--- src/rtl/mnch_pkg.sv ---
package mnch_pkg;

  typedef enum logic [1:0] {
    PH_IDLE   = 2'd0,
    PH_SEND   = 2'd1,
    PH_WINDOW = 2'd2
  } phase_e;

  // lead-in + preamble(2) + data(2*code_w) + separator
  function automatic int unsigned frame_chips(input int unsigned code_w);
    return 2 * code_w + 4;
  endfunction

endpackage

--- src/rtl/mnch_chip_timer.sv ---
module mnch_chip_timer #(
  parameter int unsigned CHIP_CYCLES = 2
) (
  input  logic clk_i,
  input  logic rst_ni,
  input  logic restart_i,
  input  logic run_i,
  output logic chip_end_o
);

  localparam int unsigned CNT_W = (CHIP_CYCLES > 1) ? $clog2(CHIP_CYCLES) : 1;
  localparam logic [CNT_W-1:0] CNT_LAST = CNT_W'(CHIP_CYCLES - 1);

  logic [CNT_W-1:0] cnt_q;

  assign chip_end_o = run_i && (cnt_q == CNT_LAST);

  always_ff @(posedge clk_i or negedge rst_ni) begin
    if (!rst_ni) begin
      cnt_q <= '0;
    end else if (restart_i) begin
      cnt_q <= '0;
    end else if (run_i) begin
      cnt_q <= chip_end_o ? '0 : cnt_q + 1'b1;
    end
  end


  cnt_bound_chk: assert property (@(posedge clk_i) disable iff (!rst_ni)
    cnt_q <= CNT_LAST);

endmodule

--- src/rtl/mnch_frame_enc.sv ---
module mnch_frame_enc #(
  parameter int unsigned CODE_W      = 4,
  parameter int unsigned FRAME_CHIPS = 12,
  parameter int unsigned IDX_W       = 4
) (
  input  logic [CODE_W-1:0] code_i,
  input  logic [IDX_W-1:0]  idx_i,
  output logic              chip_o
);

  localparam logic [IDX_W-1:0] LAST_IDX = IDX_W'(FRAME_CHIPS - 1);

  logic [FRAME_CHIPS-1:0] frame;

  assign frame[0] = 1'b0;            // lead-in
  assign frame[1] = code_i[0];       // even: low then high
  assign frame[2] = ~code_i[0];
  assign frame[FRAME_CHIPS-1] = 1'b0; // separator

  // each code bit doubled, xor 0101..., LSB first
  for (genvar g = 0; g < CODE_W; g++) begin : g_data
    assign frame[3 + 2*g] = ~code_i[g];
    assign frame[4 + 2*g] = code_i[g];
  end

  assign chip_o = (idx_i <= LAST_IDX) ? frame[idx_i] : 1'b0;

endmodule

--- src/rtl/mnch_seq.sv ---
module mnch_seq
  import mnch_pkg::*;
#(
  parameter int unsigned CODE_W      = 4,
  parameter int unsigned FRAME_CHIPS = 12,
  parameter int unsigned IDX_W       = 4
) (
  input  logic              clk_i,
  input  logic              rst_ni,
  input  logic              accept_i,
  input  logic [CODE_W-1:0] code_i,
  input  logic              stop_i,
  input  logic              chip_end_i,
  output phase_e            phase_o,
  output logic [IDX_W-1:0]  idx_o,
  output logic [CODE_W-1:0] code_o
);

  localparam logic [IDX_W-1:0] LAST_IDX = IDX_W'(FRAME_CHIPS - 1);

  phase_e            phase_q;
  logic [IDX_W-1:0]  idx_q;
  logic [CODE_W-1:0] code_q;
  logic              pend_q;
  logic              final_chip;

  assign final_chip = chip_end_i && (idx_q == LAST_IDX);

  always_ff @(posedge clk_i or negedge rst_ni) begin
    if (!rst_ni) begin
      phase_q <= PH_IDLE;
      idx_q   <= '0;
      code_q  <= '0;
      pend_q  <= 1'b0;
    end else if (accept_i) begin
      phase_q <= PH_SEND;
      idx_q   <= '0;
      code_q  <= code_i;
      pend_q  <= stop_i;
    end else if (phase_q == PH_SEND) begin
      if (final_chip) begin
        phase_q <= (pend_q || stop_i) ? PH_IDLE : PH_WINDOW;
        pend_q  <= 1'b0;
      end else begin
        if (chip_end_i) idx_q <= idx_q + 1'b1;
        if (stop_i) pend_q <= 1'b1;
      end
    end else if (phase_q == PH_WINDOW && stop_i) begin
      phase_q <= PH_IDLE;
    end
  end

  assign phase_o = phase_q;
  assign idx_o   = idx_q;
  assign code_o  = code_q;


  code_hold_chk: assert property (@(posedge clk_i) disable iff (!rst_ni)
    (phase_q == PH_SEND) |=> $stable(code_q));


  stop_pend_chk: assert property (@(posedge clk_i) disable iff (!rst_ni)
    (phase_q == PH_SEND && stop_i && !final_chip && !accept_i) |=> pend_q);


  pend_close_chk: assert property (@(posedge clk_i) disable iff (!rst_ni)
    (phase_q == PH_SEND && final_chip && (pend_q || stop_i)) |=> phase_q == PH_IDLE);


  open_chk: assert property (@(posedge clk_i) disable iff (!rst_ni)
    (phase_q == PH_SEND && final_chip && !pend_q && !stop_i) |=> phase_q == PH_WINDOW);

endmodule

--- src/rtl/mnch_marker.sv ---
module mnch_marker
  import mnch_pkg::*;
#(
  parameter int unsigned CHIP_CYCLES = 2,
  parameter int unsigned CODE_W      = 4
) (
  input  logic              clk_i,
  input  logic              rst_ni,
  input  logic              start_i,
  input  logic [CODE_W-1:0] code_i,
  input  logic              stop_i,
  output logic              pin_o,
  output logic              busy_o
);

  localparam int unsigned FRAME_CHIPS = frame_chips(CODE_W);
  localparam int unsigned IDX_W       = $clog2(FRAME_CHIPS);

  phase_e            phase;
  logic [IDX_W-1:0]  idx;
  logic [CODE_W-1:0] code_lat;
  logic              chip_end;
  logic              chip_bit;
  logic              accept;
  logic              pin_q, busy_q;

  // busy_o lags phase by one cycle; gate on both
  assign accept = start_i && !busy_q && (phase != PH_SEND);

  mnch_chip_timer #(
    .CHIP_CYCLES(CHIP_CYCLES)
  ) i_timer (
    .clk_i     (clk_i),
    .rst_ni    (rst_ni),
    .restart_i (accept),
    .run_i     (phase == PH_SEND),
    .chip_end_o(chip_end)
  );

  mnch_seq #(
    .CODE_W     (CODE_W),
    .FRAME_CHIPS(FRAME_CHIPS),
    .IDX_W      (IDX_W)
  ) i_seq (
    .clk_i     (clk_i),
    .rst_ni    (rst_ni),
    .accept_i  (accept),
    .code_i    (code_i),
    .stop_i    (stop_i),
    .chip_end_i(chip_end),
    .phase_o   (phase),
    .idx_o     (idx),
    .code_o    (code_lat)
  );

  mnch_frame_enc #(
    .CODE_W     (CODE_W),
    .FRAME_CHIPS(FRAME_CHIPS),
    .IDX_W      (IDX_W)
  ) i_enc (
    .code_i(code_lat),
    .idx_i (idx),
    .chip_o(chip_bit)
  );

  // output flops keep the pin glitch-free
  always_ff @(posedge clk_i or negedge rst_ni) begin
    if (!rst_ni) begin
      pin_q  <= 1'b0;
      busy_q <= 1'b0;
    end else begin
      pin_q  <= (phase == PH_SEND) ? chip_bit : (phase == PH_WINDOW);
      busy_q <= (phase == PH_SEND);
    end
  end

  assign pin_o  = pin_q;
  assign busy_o = busy_q;


  lead_in_chk: assert property (@(posedge clk_i) disable iff (!rst_ni)
    accept |=> ##1 (busy_o && !pin_o));


  window_hold_chk: assert property (@(posedge clk_i) disable iff (!rst_ni)
    (phase == PH_WINDOW && !stop_i && !start_i) |=> ##1 pin_o);


  window_close_chk: assert property (@(posedge clk_i) disable iff (!rst_ni)
    (phase == PH_WINDOW && stop_i && !start_i) |=> ##1 !pin_o);

endmodule

--- config.mk ---
export PLATFORM = sky130hd
export DESIGN_NAME = mnch_marker
export DESIGN_NICKNAME = d
export VERILOG_FILES = /design/src/rtl/mnch_pkg.sv /design/src/rtl/mnch_chip_timer.sv /design/src/rtl/mnch_frame_enc.sv /design/src/rtl/mnch_seq.sv /design/src/rtl/mnch_marker.sv
export SDC_FILE = /design/constraint.sdc
export NUM_CORES = 1
export LEC_CHECK = 0
export ABC_AREA = 1
export CAP_MARGIN = 20
export CORE_MARGIN = 4
export CORE_UTILIZATION = 50
export CTS_CLUSTER_DIAMETER = 150
export DETAILED_ROUTE_END_ITERATION = 8
export DONT_BUFFER_PORTS = 1
export SLEW_MARGIN = 20
export SYNTH_ARGS = -nofsm -noshare
export SYNTH_HDL_FRONTEND = slang
export SYNTH_HIERARCHICAL = 1
export SYNTH_SLANG_ARGS = --single-unit
--- constraint.sdc ---
create_clock -name clk_i -period 1.9 [get_ports clk_i]
set_input_delay 0.285 -clock clk_i [delete_from_list [all_inputs] [get_ports clk_i]]
set_output_delay 0.285 -clock clk_i [all_outputs]
set_load 0.02 [all_outputs]
; After elaboration in Yosys (flattened, before gate mapping)
; Cells that the tools add are included.
[totals]
register_bits = 14
[classes]
order_cmp = 2
n_bitwise = 4
muxes = 20
n_addsub = 2
reduce_logical = 14
n_eq_ne = 6
[op_table]
columns = operator, count
row1 = $mux W4, 4
row2 = $mux W1, 10
row3 = $mux W2, 5
row4 = $reduce_bool A3 Y1, 2
row5 = $logic_and A1 B1 Y1, 5
row6 = $lt A4 B5 Y1 const B, 1
row7 = $add A4 B1 Y4 const B, 1
row8 = $bmux W1 S4, 1
row9 = $eq A4 B4 Y1 const B, 1
row10 = $le A4 B4 Y1 const B, 1
row11 = $not A1 Y1, 4
row12 = $reduce_and A2 Y1, 2
row13 = $reduce_bool A2 Y1, 2
row14 = $ne A3 B2 Y1 const B, 1
row15 = $reduce_and A3 Y1, 1
row16 = $eq A2 B1 Y1 const B, 1
row17 = $eq A2 B2 Y1 const B, 1
row18 = $ne A2 B1 Y1 const B, 1
row19 = $ne A2 B2 Y1 const B, 1
row20 = $add A1 B1 Y1 const B, 1
row21 = $logic_not A1 Y1, 1
row22 = $logic_or A1 B1 Y1, 1

; Longest topological paths before layout
; Gate-level depths: netlist of the first run.
[depth]
word_depth = 6
depth_mapped = 11
depth_no_buf = 11

; Cells and area by module
; Netlist of the first run, hierarchy kept.
[modules_own_cells]
columns = mod, cells_per_inst, area_per_inst_um2, instances
row1 = mnch_seq, 85, 610.6, 1
row2 = mnch_frame_enc, 25, 105.1, 1
row3 = mnch_marker, 11, 87.6, 1
row4 = mnch_chip_timer, 7, 50.0, 1

; Least setup slack after synthesis of the first run
; OpenSTA, ideal clock, no wires.
[synth_timing]
path_type = register -> register
start = reg busy_q (netlist: busy_o)
end = reg i_seq.idx_q[1] (netlist: i_seq/idx_o[1])
path_slack_ns = 0.625
required_ns = 1.783
period_less_slack_ns = 1.275
setup_ns = 0.117
t_arrival_ns = 1.158
path_stages_with_launch = 9
path_cell_list = dfrtp_1 -> inv_1 -> nand2_1 -> nor2_1 -> buf_6 -> inv_2 -> buf_4 -> nand3_1 -> nand2_1
[synth_via]
elab_chain_cells = 5
[synth_lines]
columns = item, line_no
row1 = start: declaration, mnch_marker.sv:25  ; logic pin_q, busy_q;
row2 = start signal: assignment, mnch_marker.sv:73  ; busy_q <= (phase == PH_SEND);
row3 = $logic_not A1 Y1 (*), mnch_marker.sv:28  ; assign accept = start_i && !busy_q && (phase != PH_SEND);
row4 = $logic_and A1 B1 Y1 (*) (2 in series), mnch_marker.sv:28
row5 = named net accept, mnch_marker.sv:24  ; logic accept;
row6 = $ne A2 B2 Y1 (no source line) / $reduce_bool A2 Y1 (equally long branches), --
row7 = $reduce_and A3 Y1 (no source line), --
row8 = end signal: assignment, mnch_seq.sv:45  ; if (chip_end_i) idx_q <= idx_q + 1'b1;
row9 = end: declaration, mnch_seq.sv:22  ; logic [IDX_W-1:0] idx_q;
; Mark *: on every way through the listed nets, which the timed path passes. The rest lies on a longest branch.
; A chain may end at the register's enable or synchronous reset.

; Worst setup path in the final report of the first run
[layout_timing]
start = reg i_seq.phase_q[0] (netlist: i_seq/phase_o[0])
end = reg i_seq.pend_q
[layout_via]
elab_chain_cells = 6
[layout_lines]
columns = item, line_no
row1 = start: declaration, mnch_seq.sv:21  ; phase_e phase_q;
row2 = start signal: assignment, mnch_seq.sv:42  ; phase_q <= (pend_q || stop_i) ? PH_IDLE : PH_WINDOW;
row3 = $eq A2 B1 Y1 (*), mnch_marker.sv:36  ; .run_i (phase == PH_SEND),
row4 = $logic_and A1 B1 Y1 (*), mnch_chip_timer.sv:16  ; assign chip_end_o = run_i && (cnt_q == CNT_LAST);
row5 = named net chip_end, mnch_marker.sv:22  ; logic chip_end;
row6 = $logic_and A1 B1 Y1 (*), mnch_seq.sv:27  ; assign final_chip = chip_end_i && (idx_q == LAST_IDX);
row7 = $mux W1, mnch_seq.sv:41  ; if (final_chip) begin
row8 = $mux W1, mnch_seq.sv:40  ; end else if (phase_q == PH_SEND) begin
row9 = $mux W1, mnch_seq.sv:35  ; end else if (accept_i) begin
row10 = end signal: assignment, mnch_seq.sv:39  ; pend_q <= stop_i;
row11 = end: declaration, mnch_seq.sv:24  ; logic pend_q;
; Mark *: on every way through the listed nets, which the timed path passes. The rest lies on a longest branch. The select of a mux whose other input is x is not followed.

==> impl_metrics.py, run 1 <==
metrics = {
    "critical_path": {
        "path_buf_inv": 2,
        "crit_family": "simple AND/OR/NAND/NOR gates",
        "critPathMaxStageDelay_ps": 420,
        "crit_fanout": 5,
        "cpMaxStageDelayCell": "dfrtp_1",
        "start_kind": "register",
        "r2r-start": "i_seq/phase_o[0]$_DFFE_PN0P_",
        "worstSetupEndpointType": "register",
        "path_cells": "inv_1, nor2_2, nand2_1, inv_1, nand2_1, nor2_1, nand2_1, nand3_1, nand2_1",
        "required_ps": 2080,
        "critPathKind": "register to register",
        "crit_arrival_ps": 1610,
        "critPathLaunch": "i_seq/phase_o[0]$_DFFE_PN0P_",
        "cpMostUsedCell": "nand2_1",
    },
    "floorplan": {
        "io_pins": 10,
        "rows": 14,
        "die_w_um": 49.31,
        "coreArea_mm2": 0.001559,
        "start_util_pct": 54.74,
        "die_height_um": 49.31,
        "die-area_mm2": 0.002431,
    },
    "status": {
        "status": "completed",
    },
    "synthesis": {
        "ys_ff_latch": 14,
        "syn_avg_cell_area_um2": 6.667,
        "yosysUniqueCellTypes": 16,
        "synth_top_area_share_pct": 41.06,
        "syn_inst": 128,
        "synth_nets": 137,
        "synth.largest_area_cell": "dfrtp_1",
        "synthTopCellsByArea": "dfrtp_1, nand2_1, nand3_1",
        "yosysWarnings": 6,
        "seq_area_frac_synth_pct": 41.06,
        "synth_area_um2": 853.3,
    },
    "global_routing": {
        "grt_first_pass_wirelength_um": 3146,
        "grt_antenna_before_repair": 0,
        "met1_usage_pct": 23.00,
        "grt_max_degree": 15,
        "first_global_vias": 703,
        "overflow": 0,
        "grt_usage_pct": 16.86,
        "met3_usage_pct": 3.976,
        "busiest_layer": "met2",
        "grt_use_met2_pct": 25.22,
    },
    "timing": {
        "rsz0062_at_grt": "no",
        "setup_ws_ps": 474.4,
        "min_period_ps": 1426,
        "slew_headroom_pct": 54.42,
        "worstMarginPinSlew_ps": 681.4,
        "setup-violations-final": 0,
        "skew_ps": 10.04,
        "slew_viol_final": 0,
        "hold_slack_ps": 126.6,
        "hold_viol": 0,
        "min_period_over_period_pct": 75.03,
        "final.setup.tns_ps": 0,
        "fmax_mhz": 701.5,
    },
    "clock_network": {
        "cts_max_path_buffers": 2,
        "htree_num_levels": 1,
        "post_cts_buffers": 0,
        "cts_tree": "yes",
        "clock-sinks": 14,
        "cts_inserted_buffers": 3,
        "clk_latency_ps": 280,
        "path_clk_slew_ps": 90,
        "cts_root_buf": "clkbuf_4",
    },
    "route": {
        "dr.pass1.iters": 4,
        "drcViolationCount": 0,
        "viasPerCell": 5.189,
        "drtAntennaViolNets": 0,
        "dr_total_vias": 768,
        "drt-total-wl_um": 1673,
        "wl_per_cell_um": 11.30,
        "first_iter_violations": 15,
    },
    "placed_design": {
        "portBuffers": 0,
        "dp_slack_ps": 475.6,
        "hpwlAfterDp_um": 1231,
        "gp_congestion": 0.7605,
    },
    "layout": {
        "multiInputGateArea_um2": 412.9,
        "fin_util_pct": 58.27,
        "final_nets": 142,
        "fill_cells": 156,
        "final-seq-area_um2": 350.3,
        "drive_above_1_share_pct": 12.12,
        "area_growth_pct": 6.452,
        "diodes": 0,
    },
    "power_and_ir_drop": {
        "power_density_mw_per_mm2": 1542,
        "power.total_mw": 1.401,
        "p_leak_nw": 0.5089,
        "vdd_drop_max_mv": 0.9558,
    },
    "job": {
        "max_cap_violations": 0,
    },
    "min_path": {
        "min_path_type": "input port to register",
        "hp-start": "code_i[2]",
    },
}
==> cells in the mapped netlist, drive strengths merged <==
cell / instances
nand4: 1
o211ai: 1
inv: 19
a211o: 1
nor2: 15
nand3: 17
ha: 1
nand2: 55
a21oi: 2
buf: 2
dfrtp: 14
==> routing by layer <==
metal	vias to the layer above	wire, µm
li1	398	-
met1	357	813
met2	11	787
met3	2	56
met4	0	16
met5	-	0
==> cell families after synthesis <==
logic type | synth area share [%]
fa+ha+maj | 1.466
simple gates | 43.84
compound gates | 3.080
flops | 41.06
buf+inv | 10.56
==> worst paths after layout <==
kind / end / slack, ps / cells past startpoint
min in group asynchronous: i_seq/idx_o[1]$_DFFE_PN0P_ / 480 / 1
hold reg to reg: i_seq/code_o[2]$_DFFE_PN0P_ / 480 / 2
hold / removal: i_seq/code_o[2]$_DFFE_PN0P_ / 130 / 2
setup reg to reg: i_seq/pend_q$_DFFE_PN0P_ / 470 / 9
setup / recovery: i_seq/pend_q$_DFFE_PN0P_ / 470 / 9
max in group asynchronous: i_seq/phase_o[1]$_DFFE_PN0P_ / 980 / 1
==> power breakdown <==
part / internal, mW / switching, mW / total [mW]
registers: 0.420 / 0.151 / 0.571
logic: 0.225 / 0.391 / 0.616
clock network: 0.116 / 0.0970 / 0.213
total: 0.762 / 0.639 / 1.40
==> per-stage QoR <==
stage	cell area, µm²	std cells
after floorplan	853.3	128
after global placement	862.1	143
after detailed placement	862.1	143
after CTS	908.4	148
after global routing	908.4	148
final	908.4	148
==> what timing repair did <==
item / 4_1_cts / 5_1_grt
endpoints found under the setup margin: 0 / 0
endpoints found under the hold margin: 14 / 0
hold buffers: 1 / 0
gates resized for setup: 0 / 0
==> layout by cell type (no fill, tap or decap), types with 2 or more instances in the layout <==
master / n
nand2_1: 53
nand3_1: 16
inv_1: 15
dfrtp_1: 14
nor2_1: 11
nor2_2: 4
inv_2: 4
clkbuf_4: 3
nand2_2: 2
a21oi_1: 2
==> layout make-up <==
| class | count | share of cell area, % |
|---|---|---|
| Multi-Input combinational cell | 93 | 45.45 |
| Sequential cell | 14 | 38.57 |
| Inverter | 19 | 7.851 |
| Clock buffer | 4 | 3.994 |
| Tap cell | 16 | 2.204 |
| Timing Repair Buffer | 2 | 1.928 |
==> state kept, by name (all words and copies together) (netlist names) <==
signal	cells
i_timer/cnt_q	1
i_seq/pend_q	1
pin_o	1
i_seq/phase_o	2
i_seq/idx_o	4
i_seq/code_o	4
busy_o	1
==> worst register-to-register path, cell delays in order (launching register included) <==
cell	delay (ps)
dfrtp_1	420
inv_1	90
nor2_2	150
nand2_1	100
inv_1	130
nand2_1	80
nor2_1	180
nand2_1	70
nand3_1	70
nand2_1	50
(Power assumes the default switching activity.)
==> run 2: changes to the inputs <==
==> constraint.sdc (replaced) <==
create_clock -name clk_i -period 1.5 [get_ports clk_i]
set_input_delay 0.225 -clock clk_i [delete_from_list [all_inputs] [get_ports clk_i]]
set_output_delay 0.225 -clock clk_i [all_outputs]
set_load 0.02 [all_outputs]
==> run 2 against run 1 <==
Worst hold slack got worse by 68 ps. Register-to-register slack got worse by 350 ps. Combinational power increased by 50%. First-iteration DRC count down 6.7%. Final cell count is 3.4% higher. Largest cell class unchanged.
==> impl_metrics.py, run 2 (synthesized netlist as in run 1, its figures left out) <==
metrics = {
    "clock_network": {
        "cts_inserted_buffers": 3,
        "cts_tree": "yes",
        "cts_max_path_buffers": 2,
        "htree_num_levels": 1,
        "clock-sinks": 14,
        "path_clk_slew_ps": 90,
        "cts_root_buf": "clkbuf_4",
        "clk_latency_ps": 280,
    },
    "critical_path": {
        "cpMaxStageDelayCell": "dfrtp_1",
        "cp_num_cells": 8,
        "crit_arrival_ps": 1540,
        "critPathMaxStageDelay_ps": 530,
        "required_ps": 1660,
        "crit_family": "flip-flops",
        "crit_fanout": 8,
        "path_buf_inv": 1,
        "critPathKind": "register to register",
        "path_cells": "ha_1, inv_1, nor2_1, nand2_1, nand2_1, nand2_1, nand2_1, nand2_1",
        "reg2reg_depth": 8,
        "cpMostUsedCell": "nand2_1",
        "start_kind": "register",
        "worstSetupEndpointType": "register",
    },
    "layout": {
        "diodes": 0,
        "most-common-layout-cells": "nand2_1, nand3_1, inv_1, dfrtp_1, nor2_1",
        "instances_no_fill": 153,
        "multiInputGateArea_um2": 415.4,
        "area_growth_pct": 11.14,
        "fin_area_um2": 948.4,
        "final_nets": 147,
        "drive_above_1_share_pct": 16.79,
        "layout_commonest_cell": "nand2_1",
        "fill_cells": 149,
        "final-seq-area_um2": 350.3,
    },
    "global_routing": {
        "grt_first_pass_wirelength_um": 3243,
        "overflow": 0,
        "first_global_vias": 763,
        "met3_usage_pct": 4.281,
        "busiest_layer": "met2",
        "grt_usage_pct": 17.53,
        "grt_antenna_before_repair": 0,
        "met1_usage_pct": 20.23,
        "grt_use_met2_pct": 29.91,
        "grt_max_degree": 15,
    },
    "placed_design": {
        "hpwlAfterDp_um": 1358,
        "portBuffers": 0,
        "placed_cells": 146,
        "gp_congestion": 0.7625,
        "placed_area_um2": 884.6,
    },
    "timing": {
        "worstMarginPinSlew_ps": 650.3,
        "min_period_over_period_pct": 91.64,
        "hold_viol": 0,
        "fmax_mhz": 727.5,
        "setup-violations-final": 0,
        "final.setup.tns_ps": 0,
        "min_period_ps": 1375,
        "slew_headroom_pct": 56.50,
        "slew_viol_final": 0,
        "skew_ps": 1.871,
    },
    "floorplan": {
        "die_w_um": 49.31,
        "die-area_mm2": 0.002431,
        "start_util_pct": 54.74,
        "die_height_um": 49.31,
        "coreArea_mm2": 0.001559,
        "rows": 14,
        "io_pins": 10,
    },
    "job": {
        "max_cap_violations": 0,
    },
    "route": {
        "drcViolationCount": 0,
        "drt-total-wl_um": 1842,
        "viasPerCell": 5.261,
        "wl_per_cell_um": 12.04,
        "dr_total_vias": 805,
        "first_iter_violations": 14,
        "dr.pass1.iters": 4,
        "drtAntennaViolNets": 0,
    },
    "power_and_ir_drop": {
        "vdd_drop_max_mv": 1.055,
        "p_leak_nw": 0.5322,
        "power_density_mw_per_mm2": 1996,
    },
    "min_path": {
        "min_path_cells": 2,
        "min_path_type": "input port to register",
    },
    "status": {
        "status": "completed",
    },
}
run 2: cell count changes in the layout (fill, tap and decap cells not counted), sizes merged:
cell / delta
buf: +5
run 2: report_power, final:
group          switching, mW  internal [mW]  total, mW
combinational          0.565          0.358      0.923
sequential             0.166          0.532      0.698
clock                  0.124          0.148      0.271
run 2: what timing repair did:
| action | CTS | global route |
|---|---|---|
| buffers inserted | 0 | 2 |
| endpoints found under the setup margin | 0 | 5 |
| resized for setup | 0 | 2 |
| hold endpoints to repair | 14 | 0 |
| hold buffers | 1 | 0 |
run 2: worst reg2reg max path: stages (launching register included):
cell and delay [ps]:
dfrtp_1 530, ha_1 260, inv_1 70, nor2_1 90
nand2_1 80, nand2_1 80, nand2_1 50, nand2_1 50
nand2_1 50
run 2: per-layer routing:
| layer | vias to the layer above | share of wire [%] |
|---|---|---|
| met5 | - | 0 |
| met2 | 16 | 51 |
| met3 | 2 | 3.3 |
| li1 | 412 | - |
| met4 | 0 | 0.54 |
| met1 | 375 | 46 |
run 2: final cells by class:
class                   instances  share of cell area [%]
well taps                      16                   2.111
repair buffers                  7                   5.805
multi-input cells              93                   43.80
clock buffers                   4                   3.826
inverters                      19                   7.520
flip-flops and latches         14                   36.94
run 2: path summary, 6_finish.rpt:
kind	end	start	slack, ps
worst min register to register	busy_o$_DFF_PN0_	i_seq/phase_o[1]$_DFFE_PN0P_	460
worst max-delay path	i_seq/phase_o[0]$_DFFE_PN0P_	i_seq/idx_o[0]$_DFFE_PN0P_	130
min in group asynchronous	i_seq/code_o[1]$_DFFE_PN0P_	rst_ni	410
worst max register to register	i_seq/phase_o[0]$_DFFE_PN0P_	i_seq/idx_o[0]$_DFFE_PN0P_	130
worst min-delay path	i_seq/code_o[0]$_DFFE_PN0P_	code_i[0]	60
max in group asynchronous	i_seq/phase_o[0]$_DFFE_PN0P_	rst_ni	680
run 2: metrics by stage:
step | hold WS (ps) | setup slack [ps] | power, mW | util, %
2_1_floorplan | -70.59 | 224.6 | 1.367 | -
3_3_place_gp | -70.28 | 124.8 | 1.528 | 56.74
3_5_place_dp | -70.22 | 58.53 | 1.571 | 56.74
4_1_cts | 52.62 | 54.75 | 1.861 | 59.71
5_1_grt | 55.63 | -5.262 | 2.105 | 60.83
6_report | 58.58 | 125.5 | 1.893 | 60.83
